==> config.mk <==
export PLATFORM = sky130hd
export DESIGN_NAME = charcell_fetch_seq
export DESIGN_NICKNAME = d
export VERILOG_FILES = /design/src/rtl/cfs_pkg.sv /design/src/rtl/cfs_raster_timer.sv /design/src/rtl/cfs_window_seq.sv /design/src/rtl/cfs_fetch_addr_gen.sv /design/src/rtl/charcell_fetch_seq.sv
export SDC_FILE = /design/constraint.sdc
export NUM_CORES = 1
export LEC_CHECK = 0
export ABC_AREA = 1
export BUFFER_PORTS_ARGS = -buffer_cell sky130_fd_sc_hd__buf_4
export CAP_MARGIN = 20
export CORE_UTILIZATION = 35
export CTS_CLUSTER_DIAMETER = 80
export DETAILED_ROUTE_END_ITERATION = 12
export GPL_ROUTABILITY_DRIVEN = 0
export PLACE_DENSITY_LB_ADDON = 0.12
export SYNTH_ARGS = -nofsm -noshare
export SYNTH_HDL_FRONTEND = slang
export SYNTH_SLANG_ARGS = --single-unit
export TNS_END_PERCENT = 30
==> constraint.sdc <==
create_clock -name clk -period 4.2 [get_ports clk]
set_input_delay 0.42 -clock clk [delete_from_list [all_inputs] [get_ports clk]]
set_output_delay 0.42 -clock clk [all_outputs]
set_load 0.005 [all_outputs]
==> src/rtl/cfs_pkg.sv <==
package cfs_pkg;

    typedef enum logic [1:0] {
        ST_SYNC   = 2'd0,
        ST_BURST  = 2'd1,
        ST_BORDER = 2'd2,
        ST_PIXELS = 2'd3
    } vstate_e;

    typedef enum logic [2:0] {
        PH_WAIT   = 3'd0,
        PH_ARM    = 3'd1,
        PH_COLS   = 3'd2,
        PH_ROWS   = 3'd3,
        PH_LAUNCH = 3'd4,
        PH_HOLD   = 3'd5
    } phase_e;

endpackage

==> src/rtl/cfs_raster_timer.sv <==
module cfs_raster_timer #(
    parameter int H_W        = 7,
    parameter int V_W        = 9,
    parameter int PAL_CPL    = 71,
    parameter int NTSC_CPL   = 65,
    parameter int PAL_LINES  = 312,
    parameter int NTSC_LINES = 261
) (
    input  logic           clk,
    input  logic           rst_n,
    input  logic           pal_mode,
    output logic [H_W-1:0] h_next,
    output logic [V_W-2:0] line_half,
    output logic           line_end,
    output logic           field_end,
    output logic [H_W-1:0] cycles_per_line
);
    logic [H_W-1:0] h_q, h_inc;
    logic [V_W-1:0] v_q, v_inc, v_nx, lines;

    always_comb begin
        cycles_per_line = pal_mode ? H_W'(PAL_CPL) : H_W'(NTSC_CPL);
        lines           = pal_mode ? V_W'(PAL_LINES) : V_W'(NTSC_LINES);
        h_inc           = h_q + 1'b1;
        line_end        = (h_inc >= cycles_per_line);
        h_next          = line_end ? '0 : h_inc;
        v_inc           = v_q + 1'b1;
        field_end       = line_end && (v_inc >= lines);
        if (field_end)      v_nx = '0;
        else if (line_end)  v_nx = v_inc;
        else                v_nx = v_q;
        line_half       = v_q[V_W-1:1];
    end

    always_ff @(posedge clk) begin
        if (!rst_n) begin
            h_q <= '0;
            v_q <= '0;
        end else begin
            h_q <= h_next;
            v_q <= v_nx;
        end
    end


    h_bound_chk: assert property (@(posedge clk) disable iff (!rst_n)
        h_q < H_W'(PAL_CPL));


    v_bound_chk: assert property (@(posedge clk) disable iff (!rst_n)
        v_q < V_W'(PAL_LINES));

endmodule

==> src/rtl/cfs_window_seq.sv <==
module cfs_window_seq
    import cfs_pkg::*;
#(
    parameter int H_W    = 7,
    parameter int V_W    = 9,
    parameter int COL_W  = 7,
    parameter int ROW_W  = 6,
    parameter int CROW_W = 7
) (
    input  logic              clk,
    input  logic              rst_n,
    input  logic              line_end,
    input  logic              field_end,
    input  logic [V_W-2:0]    line_half,
    input  logic [H_W-1:0]    h_next,
    input  logic [V_W-2:0]    first_row,
    input  logic [H_W-1:0]    first_col,
    input  logic [COL_W-1:0]  num_cols,
    input  logic [ROW_W-1:0]  num_rows,
    input  logic [CROW_W-1:0] char_row_nx,
    output logic              hlatch_q,
    output logic              reload,
    output logic              active_nx,
    output logic              fetch_odd
);
    localparam int CC_W = COL_W + 1;

    phase_e             ph_q, ph_drop, ph_d;
    logic               vl_q, vl_d, hl_d, drawn_end;
    logic               cv_q, cv_d, rv_q, rv_d, run_q, run_d;
    logic [COL_W-1:0]   cols_q, cols_d;
    logic [ROW_W-1:0]   rows_q, rows_d;
    logic [CC_W-1:0]    col_q, col_n, col_d;

    // next-state process for the phase machine and its captures
    always_comb begin
        vl_d      = (field_end ? 1'b0 : vl_q) | (first_row == line_half);
        hl_d      = (line_end ? 1'b0 : hlatch_q) | (vl_d && (h_next == first_col));
        drawn_end = line_end && hlatch_q;
        ph_drop   = drawn_end ? PH_WAIT : ph_q;
        cv_d      = drawn_end ? 1'b0 : cv_q;
        cols_d    = cols_q;
        rv_d      = field_end ? 1'b0 : rv_q;
        rows_d    = rows_q;
        run_d     = drawn_end ? 1'b0 : run_q;
        col_n     = drawn_end ? '0 : col_q;
        reload    = 1'b0;

        unique case (ph_drop)
            PH_WAIT: begin
                ph_d   = hl_d ? PH_ARM : PH_WAIT;
                reload = hl_d;
            end
            PH_ARM:    ph_d = PH_COLS;
            PH_COLS:   ph_d = PH_ROWS;
            PH_ROWS:   ph_d = PH_LAUNCH;
            PH_LAUNCH: ph_d = PH_HOLD;
            PH_HOLD:   ph_d = PH_HOLD;
            default:   ph_d = PH_WAIT;
        endcase

        if (ph_d == PH_COLS) begin
            cv_d   = 1'b1;
            cols_d = num_cols;
        end
        if (ph_d == PH_ROWS && !rv_d) begin
            rv_d   = 1'b1;
            rows_d = num_rows;
        end
        if (ph_d == PH_LAUNCH && rv_d && (char_row_nx < {1'b0, rows_d})) begin
            run_d = 1'b1;
            col_n = '0;
        end

        active_nx = run_d && cv_d && (col_n < {cols_d, 1'b0});
        fetch_odd = col_n[0];
        col_d     = active_nx ? col_n + 1'b1 : col_n;
    end

    // state register process
    always_ff @(posedge clk) begin
        if (!rst_n) begin
            ph_q     <= PH_WAIT;
            vl_q     <= 1'b0;
            hlatch_q <= 1'b0;
            cv_q     <= 1'b0;
            cols_q   <= '0;
            rv_q     <= 1'b0;
            rows_q   <= '0;
            run_q    <= 1'b0;
            col_q    <= '0;
        end else begin
            ph_q     <= ph_d;
            vl_q     <= vl_d;
            hlatch_q <= hl_d;
            cv_q     <= cv_d;
            cols_q   <= cols_d;
            rv_q     <= rv_d;
            rows_q   <= rows_d;
            run_q    <= run_d;
            col_q    <= col_d;
        end
    end


    hold_latch_chk: assert property (@(posedge clk) disable iff (!rst_n)
        (ph_q != PH_WAIT) |-> hlatch_q);


    launch_rows_chk: assert property (@(posedge clk) disable iff (!rst_n)
        $rose(run_q) |-> rv_q);


    cols_before_run_chk: assert property (@(posedge clk) disable iff (!rst_n)
        run_q |-> cv_q);

endmodule

==> src/rtl/cfs_fetch_addr_gen.sv <==
module cfs_fetch_addr_gen #(
    parameter int ADDR_W    = 14,
    parameter int CODE_W    = 8,
    parameter int CROW_W    = 7,
    parameter logic [ADDR_W-1:0] IDLE_ADDR = 14'h1C
) (
    input  logic              clk,
    input  logic              rst_n,
    input  logic              tall,
    input  logic              line_end,
    input  logic              field_end,
    input  logic              hlatch_q,
    input  logic              reload,
    input  logic              active_nx,
    input  logic              fetch_odd,
    input  logic [CODE_W-1:0] code_in,
    input  logic [ADDR_W-1:0] matrix_base,
    input  logic [ADDR_W-1:0] glyph_base,
    output logic [CROW_W-1:0] char_row_nx,
    output logic [ADDR_W-1:0] fetch_addr
);
    localparam int G_W = 4;

    logic [G_W-1:0]    glyph_q, glyph_d, last_row;
    logic [G_W:0]      glyph_inc;
    logic [CROW_W-1:0] crow_q;
    logic [ADDR_W-1:0] mcnt_q, mcnt_d, base_q, base_d, addr_d, code_off;

    always_comb begin
        glyph_d     = glyph_q;
        char_row_nx = crow_q;
        base_d      = base_q;
        glyph_inc   = {1'b0, glyph_q} + 1'b1;
        last_row    = tall ? 4'd15 : 4'd7;
        code_off    = tall ? ADDR_W'({code_in, 4'b0000}) : ADDR_W'({code_in, 3'b000});

        if (line_end && hlatch_q) begin
            if (glyph_inc == 5'd16 || (glyph_inc == 5'd8 && !tall)) begin
                glyph_d     = '0;
                char_row_nx = crow_q + 1'b1;
            end else begin
                glyph_d     = glyph_inc[G_W-1:0];
            end
        end
        if (field_end) begin
            glyph_d     = '0;
            char_row_nx = '0;
            base_d      = '0;
        end

        mcnt_d = reload ? base_d : mcnt_q;
        addr_d = IDLE_ADDR;
        if (active_nx) begin
            if (fetch_odd) begin
                addr_d = glyph_base + code_off + ADDR_W'(glyph_d);
            end else begin
                addr_d = matrix_base + mcnt_d;
                mcnt_d = mcnt_d + 1'b1;
                if (glyph_d == last_row) base_d = mcnt_d;
            end
        end
    end

    always_ff @(posedge clk) begin
        if (!rst_n) begin
            glyph_q    <= '0;
            crow_q     <= '0;
            mcnt_q     <= '0;
            base_q     <= '0;
            fetch_addr <= IDLE_ADDR;
        end else begin
            glyph_q    <= glyph_d;
            crow_q     <= char_row_nx;
            mcnt_q     <= mcnt_d;
            base_q     <= base_d;
            fetch_addr <= addr_d;
        end
    end


    crow_step_chk: assert property (@(posedge clk) disable iff (!rst_n)
        (crow_q != $past(crow_q)) |-> ((crow_q == $past(crow_q) + 1'b1) || (crow_q == '0)));

endmodule

==> src/rtl/charcell_fetch_seq.sv <==
module charcell_fetch_seq
    import cfs_pkg::*;
#(
    parameter int PAL_CPL    = 71,
    parameter int NTSC_CPL   = 65,
    parameter int PAL_LINES  = 312,
    parameter int NTSC_LINES = 261,
    parameter int ADDR_W     = 14,
    parameter int COL_W      = 7,
    parameter int ROW_W      = 6,
    parameter int CODE_W     = 8,
    parameter logic [ADDR_W-1:0] IDLE_ADDR = 14'h1C
) (
    input  logic              clk,
    input  logic              rst_n,
    input  logic              pal_mode,
    input  logic              tall_chars,
    input  logic [7:0]        win_first_row,
    input  logic [6:0]        win_first_col,
    input  logic [COL_W-1:0]  win_columns,
    input  logic [ROW_W-1:0]  win_rows,
    input  logic [ADDR_W-1:0] matrix_base,
    input  logic [ADDR_W-1:0] glyph_base,
    input  logic [CODE_W-1:0] code_in,
    output logic [ADDR_W-1:0] fetch_addr,
    output logic              display_active,
    output logic [1:0]        video_state
);
    localparam int H_W    = $clog2(PAL_CPL + 1);
    localparam int V_W    = $clog2(PAL_LINES + 1);
    localparam int CROW_W = ROW_W + 1;

    logic [H_W-1:0]    h_next, cpl;
    logic [V_W-2:0]    line_half;
    logic              line_end, field_end;
    logic              hlatch_q, reload, active_nx, fetch_odd;
    logic [CROW_W-1:0] char_row_nx;
    vstate_e           state_d, state_q;

    cfs_raster_timer #(
        .H_W(H_W), .V_W(V_W), .PAL_CPL(PAL_CPL), .NTSC_CPL(NTSC_CPL),
        .PAL_LINES(PAL_LINES), .NTSC_LINES(NTSC_LINES)
    ) u_timer (
        .clk(clk), .rst_n(rst_n), .pal_mode(pal_mode),
        .h_next(h_next), .line_half(line_half), .line_end(line_end),
        .field_end(field_end), .cycles_per_line(cpl)
    );

    cfs_window_seq #(
        .H_W(H_W), .V_W(V_W), .COL_W(COL_W), .ROW_W(ROW_W), .CROW_W(CROW_W)
    ) u_window (
        .clk(clk), .rst_n(rst_n), .line_end(line_end), .field_end(field_end),
        .line_half(line_half), .h_next(h_next),
        .first_row(V_W'(win_first_row) >> 0 == '0 ? '0 : win_first_row[V_W-2:0]),
        .first_col(win_first_col[H_W-1:0]),
        .num_cols(win_columns), .num_rows(win_rows), .char_row_nx(char_row_nx),
        .hlatch_q(hlatch_q), .reload(reload), .active_nx(active_nx),
        .fetch_odd(fetch_odd)
    );

    cfs_fetch_addr_gen #(
        .ADDR_W(ADDR_W), .CODE_W(CODE_W), .CROW_W(CROW_W), .IDLE_ADDR(IDLE_ADDR)
    ) u_addr (
        .clk(clk), .rst_n(rst_n), .tall(tall_chars), .line_end(line_end),
        .field_end(field_end), .hlatch_q(hlatch_q), .reload(reload),
        .active_nx(active_nx), .fetch_odd(fetch_odd), .code_in(code_in),
        .matrix_base(matrix_base), .glyph_base(glyph_base),
        .char_row_nx(char_row_nx), .fetch_addr(fetch_addr)
    );

    // output decode process
    always_comb begin
        if (h_next >= cpl - H_W'(3))      state_d = ST_BURST;
        else if (h_next >= cpl - H_W'(6)) state_d = ST_SYNC;
        else if (active_nx)               state_d = ST_PIXELS;
        else                              state_d = ST_BORDER;
    end

    // output register process
    always_ff @(posedge clk) begin
        if (!rst_n) begin
            state_q        <= ST_BORDER;
            display_active <= 1'b0;
        end else begin
            state_q        <= state_d;
            display_active <= active_nx;
        end
    end

    assign video_state = state_q;


    idle_addr_chk: assert property (@(posedge clk) disable iff (!rst_n)
        !display_active |-> (fetch_addr == IDLE_ADDR));


    pixels_active_chk: assert property (@(posedge clk) disable iff (!rst_n)
        (state_q == ST_PIXELS) |-> display_active);

endmodule

==> flow_summary.ini <==
[sta]
rsz0062_at_grt = true
finClkSkew_ns = 0.01212
final_max_slew_viol_count = 0
timing.setup.tns_ns = -18.30
final_cycle_share_pct = 111.3
final-setup-viol-count = 53
setup_ws_ns = -0.4758
max_slew.worst_pin.slew_ns = 0.6287
worst_relative_slew_slack_pct = 57.99
max_freq_mhz = 213.9
timing.final.hold_violations = 0
layout_min_cycle_time_ns = 4.676

[finish]
drive_gt1_share_pct = 38.20
fin_nets = 1531
layout.cells.most_common = buf_4
most_frequent_cells_in_the_layout = 294 x buf_4, 252 x nand2_1, 126 x nor2_1, 109 x inv_1, 96 x dfxtp_1
antenna_cells = 0
area_growth_pct = 49.64
fillerInstances = 2052

[power_and_ir_drop]
total_power_mw = 2.184
peakVddDrop_uv = 165.5
swShare_pct = 25.22
pwr-share-comb_pct = 14.0
clock_power_share_pct = 41.9
internal_power_mw = 1.633
power.sequential.fraction_pct = 44.1
p_leak_nw = 5.642
power.density_cell_area_nw_per_um2 = 193.6
net-switching-power_uw = 550.8

[route]
viasPerCell = 4.558
post_drt_wl_per_cell_um = 12.96
first_pass_iters = 4
finalWirelength_mm = 21.68
route.vias.total = 7626
drt-initial-drc-count = 301
ant_nets_after_route = 0
post-route-drc-count = 0

[grt]
largest_net_degree_at_the_start_of_global_routing = 35
track_usage_pct = 19.74
number_of_antenna_violations_at_the_first_check_in_global_routing = 0
grt_pass1_wl_mm = 34.55
via_count_of_the_first_global_routing_pass = 7202
grt.overflow.total = 0

[synthesis]
yosys.cell_types.count = 51
synth-seq-cells = 101
mappedNetlistNets = 1229
postSynthAreaPerCell_sq_um = 6.910
synth-xor-area-share_pct = 4.398
area_fraction_in_compound_gates_after_synthesis_pct = 10.27
synthCells = 1091
syn-cell-area_sq_um = 7538
synth-seq-area-share_pct = 26.82
yosys-mux-area-fraction_pct = 1.461
yosys.area_share.adder_pct = 11.92
synth-simple-area-share_pct = 35.98
synth_top_family_by_area = simple AND/OR/NAND/NOR gates
ys_warn_count = 0

[critical_path]
critical_path.endpoint_type = flip-flop
crit_arrival_ns = 4.91
crit_top_cell = buf_4
critical_path.startpoint = u_timer.v_q[1]
critPathLaunchType = flip-flop
timing_worst_setup_path_type = reg -> reg
r2r-end = u_timer.v_q[4]
worst_setup_path_endpoint = u_timer.v_q[4]
worst-r2r-setup-slack_ns = -0.48
critical_path.max_fanout = 2
required_time_of_the_critical_path_ns = 4.43
regToRegStartpoint = u_timer.v_q[1]
critical_path.slowest_cell = dfxtp_2
cpPeakStageDelay_ns = 0.35
worstRegToRegCells = 37

[die]
design.portCount = 85
floorplan.die.width_um = 148.8
floorplan.die_area_sq_um = 22130
initial_core_util_pct = 35.75
floorplan.rows = 53
core_sq_um = 21090
die-height_um = 148.8

[clock_tree]
cts_max_path_buffers = 2
clock_tree_root = clkbuf_16
tritoncts = yes
clock-sinks = 101
total_cts_buffers = 9
clk_transition_reported_paths_ns = 0.08
ctsHtreeMaxLevel = 3
hold_buffers = 0
clk-insertion-delay-late_ns = 0.36

[status]
failing_checks = negative setup slack
run_status = finished with violations

[place]
place_hpwl_mm = 15.76
post-place-ws_ns = -0.5392
portBuffers = 84

[worst_hold_path]
hold_crit_depth = 3
min-delay-path-class = in -> reg

[run]
timing.max_cap.violations = 0
[cells in the mapped netlist, drive strengths merged]
library cell	instances	area, sq um
a21boi	1	11.26
a21o	1	7.510
a21oi	78	424.2
and2	2	12.51
buf	20	145.1
clkbuf	9	33.78
clkinv	5	23.77
dfxtp	101	2022
fa	3	60.06
ha	67	838.3
inv	129	486.7
mux2i	11	110.1
nand2	304	1314
nand3	61	350.3
nand3b	14	105.1
nand4	19	125.1
nor2	154	664.4
nor3	12	60.06
nor4	5	31.28
o211ai	5	37.54
o21a	2	15.01
o21ai	35	216.5
o21bai	5	37.54
o221ai	2	17.52
o31ai	1	7.510
or2	8	50.06
xnor2	11	96.34
xor2	26	235.2
[power by group through the flow]
| stage | Clock, mW | Sequential, mW | Combinational (mW) |
|---|---|---|---|
| after global routing | 0.980 | 0.962 | 0.344 |
| after detailed placement | 0 | 0.984 | 0.289 |
| after floorplan | 0 | 0.985 | 0.162 |
| final | 0.915 | 0.962 | 0.306 |
| after CTS | 0.950 | 0.962 | 0.296 |
| after global placement | 0 | 0.985 | 0.289 |
[routing by layer]
metal / global-route usage (%) / part of all wire (%) / vias to the layer above
li1: - / - / 4113
met1: 24.80 / 47 / 3409
met2: 34.91 / 49 / 80
met3: 2.752 / 2.1 / 24
met4: 5.714 / 1.7 / 0
met5: 0 / 0 / -
[state kept, by name, indices dropped and copies added (netlist names)]
| register | cells |
|---|---|
| display_active | 1 |
| u_addr.base_q | 14 |
| u_addr.crow_q | 7 |
| u_addr.fetch_addr | 14 |
| u_addr.glyph_q | 4 |
| u_addr.mcnt_q | 14 |
| u_timer.h_q | 7 |
| u_timer.v_q | 9 |
| u_window.col_q | 8 |
| u_window.cols_q | 7 |
| u_window.cv_q | 1 |
| u_window.hlatch_q | 1 |
| u_window.ph_q | 3 |
| u_window.rows_q | 6 |
| u_window.run_q | 1 |
| u_window.rv_q | 1 |
| u_window.vl_q | 1 |
| video_state | 2 |
[kinds of logic after synthesis]
logic type,count (synthesis)
multiplexers,11
adder cells (fa/ha/maj),70
buffers and inverters,163
XOR/XNOR,37
flip-flops,101
AND/OR/NAND/NOR,579
AO/OA/AOI/OAI,130
[repair_timing]
item / 4_1_cts / 5_1_grt
buffers inserted: 41 / 9
endpoints found under the setup margin: 52 / 53
gates cloned: 1 / 4
hold endpoints to repair: 0 / 0
pin swaps: 26 / 46
resized for setup: 40 / 81
[area by class of cell]
| cell class | instances | area [sq um] | area share (%) |
|---|---|---|---|
| clock inverters | 6 | 87.58 | 0.7764 |
| multi-input cells | 828 | 5480 | 48.58 |
| inverters | 134 | 523.0 | 4.636 |
| well taps | 275 | 344.1 | 3.050 |
| clock buffers | 10 | 229.0 | 2.030 |
| flip-flops and latches | 101 | 2031 | 18.00 |
| repair buffers | 319 | 2586 | 22.93 |
[worst min-delay path by stage]
stage,start,endpoint,slack (ns)
2_1_floorplan,u_window.vl_q,u_window.vl_q,0.45
3_3_place_gp,u_window.cols_q[3],u_window.cols_q[3],0.49
3_5_place_dp,u_window.rows_q[1],u_window.rows_q[1],0.49
4_1_cts,win_columns[4],u_window.cols_q[4],0.31
5_1_grt,win_rows[1],u_window.rows_q[1],0.32
6_report,win_rows[5],u_window.rows_q[5],0.32
[stage by stage]
stage | instances | hold WS, ns | cell area, sq um | utilization [%]
2_1_floorplan | 1091 | 0.4465 | 7731 | -
3_3_place_gp | 1602 | 0.4866 | 9937 | 47.12
3_5_place_dp | 1602 | 0.4907 | 9937 | 47.12
4_1_cts | 1660 | 0.3064 | 10780 | 51.12
5_1_grt | 1673 | 0.3189 | 11280 | 53.49
6_report | 1673 | 0.3201 | 11280 | 53.49
[worst max-delay path, delay by kind of cell (launching register included)]
| family | cells | cell delay, ns |
|---|---|---|
| AO/OA/AOI/OAI | 1 | 0.04 |
| XOR/XNOR | 1 | 0.12 |
| flip-flops | 1 | 0.35 |
| AND/OR/NAND/NOR | 3 | 0.25 |
| adder cells (fa/ha/maj) | 1 | 0.15 |
| buffers and inverters | 31 | 3.59 |
Note: power is estimated with default switching activity, not from simulation.
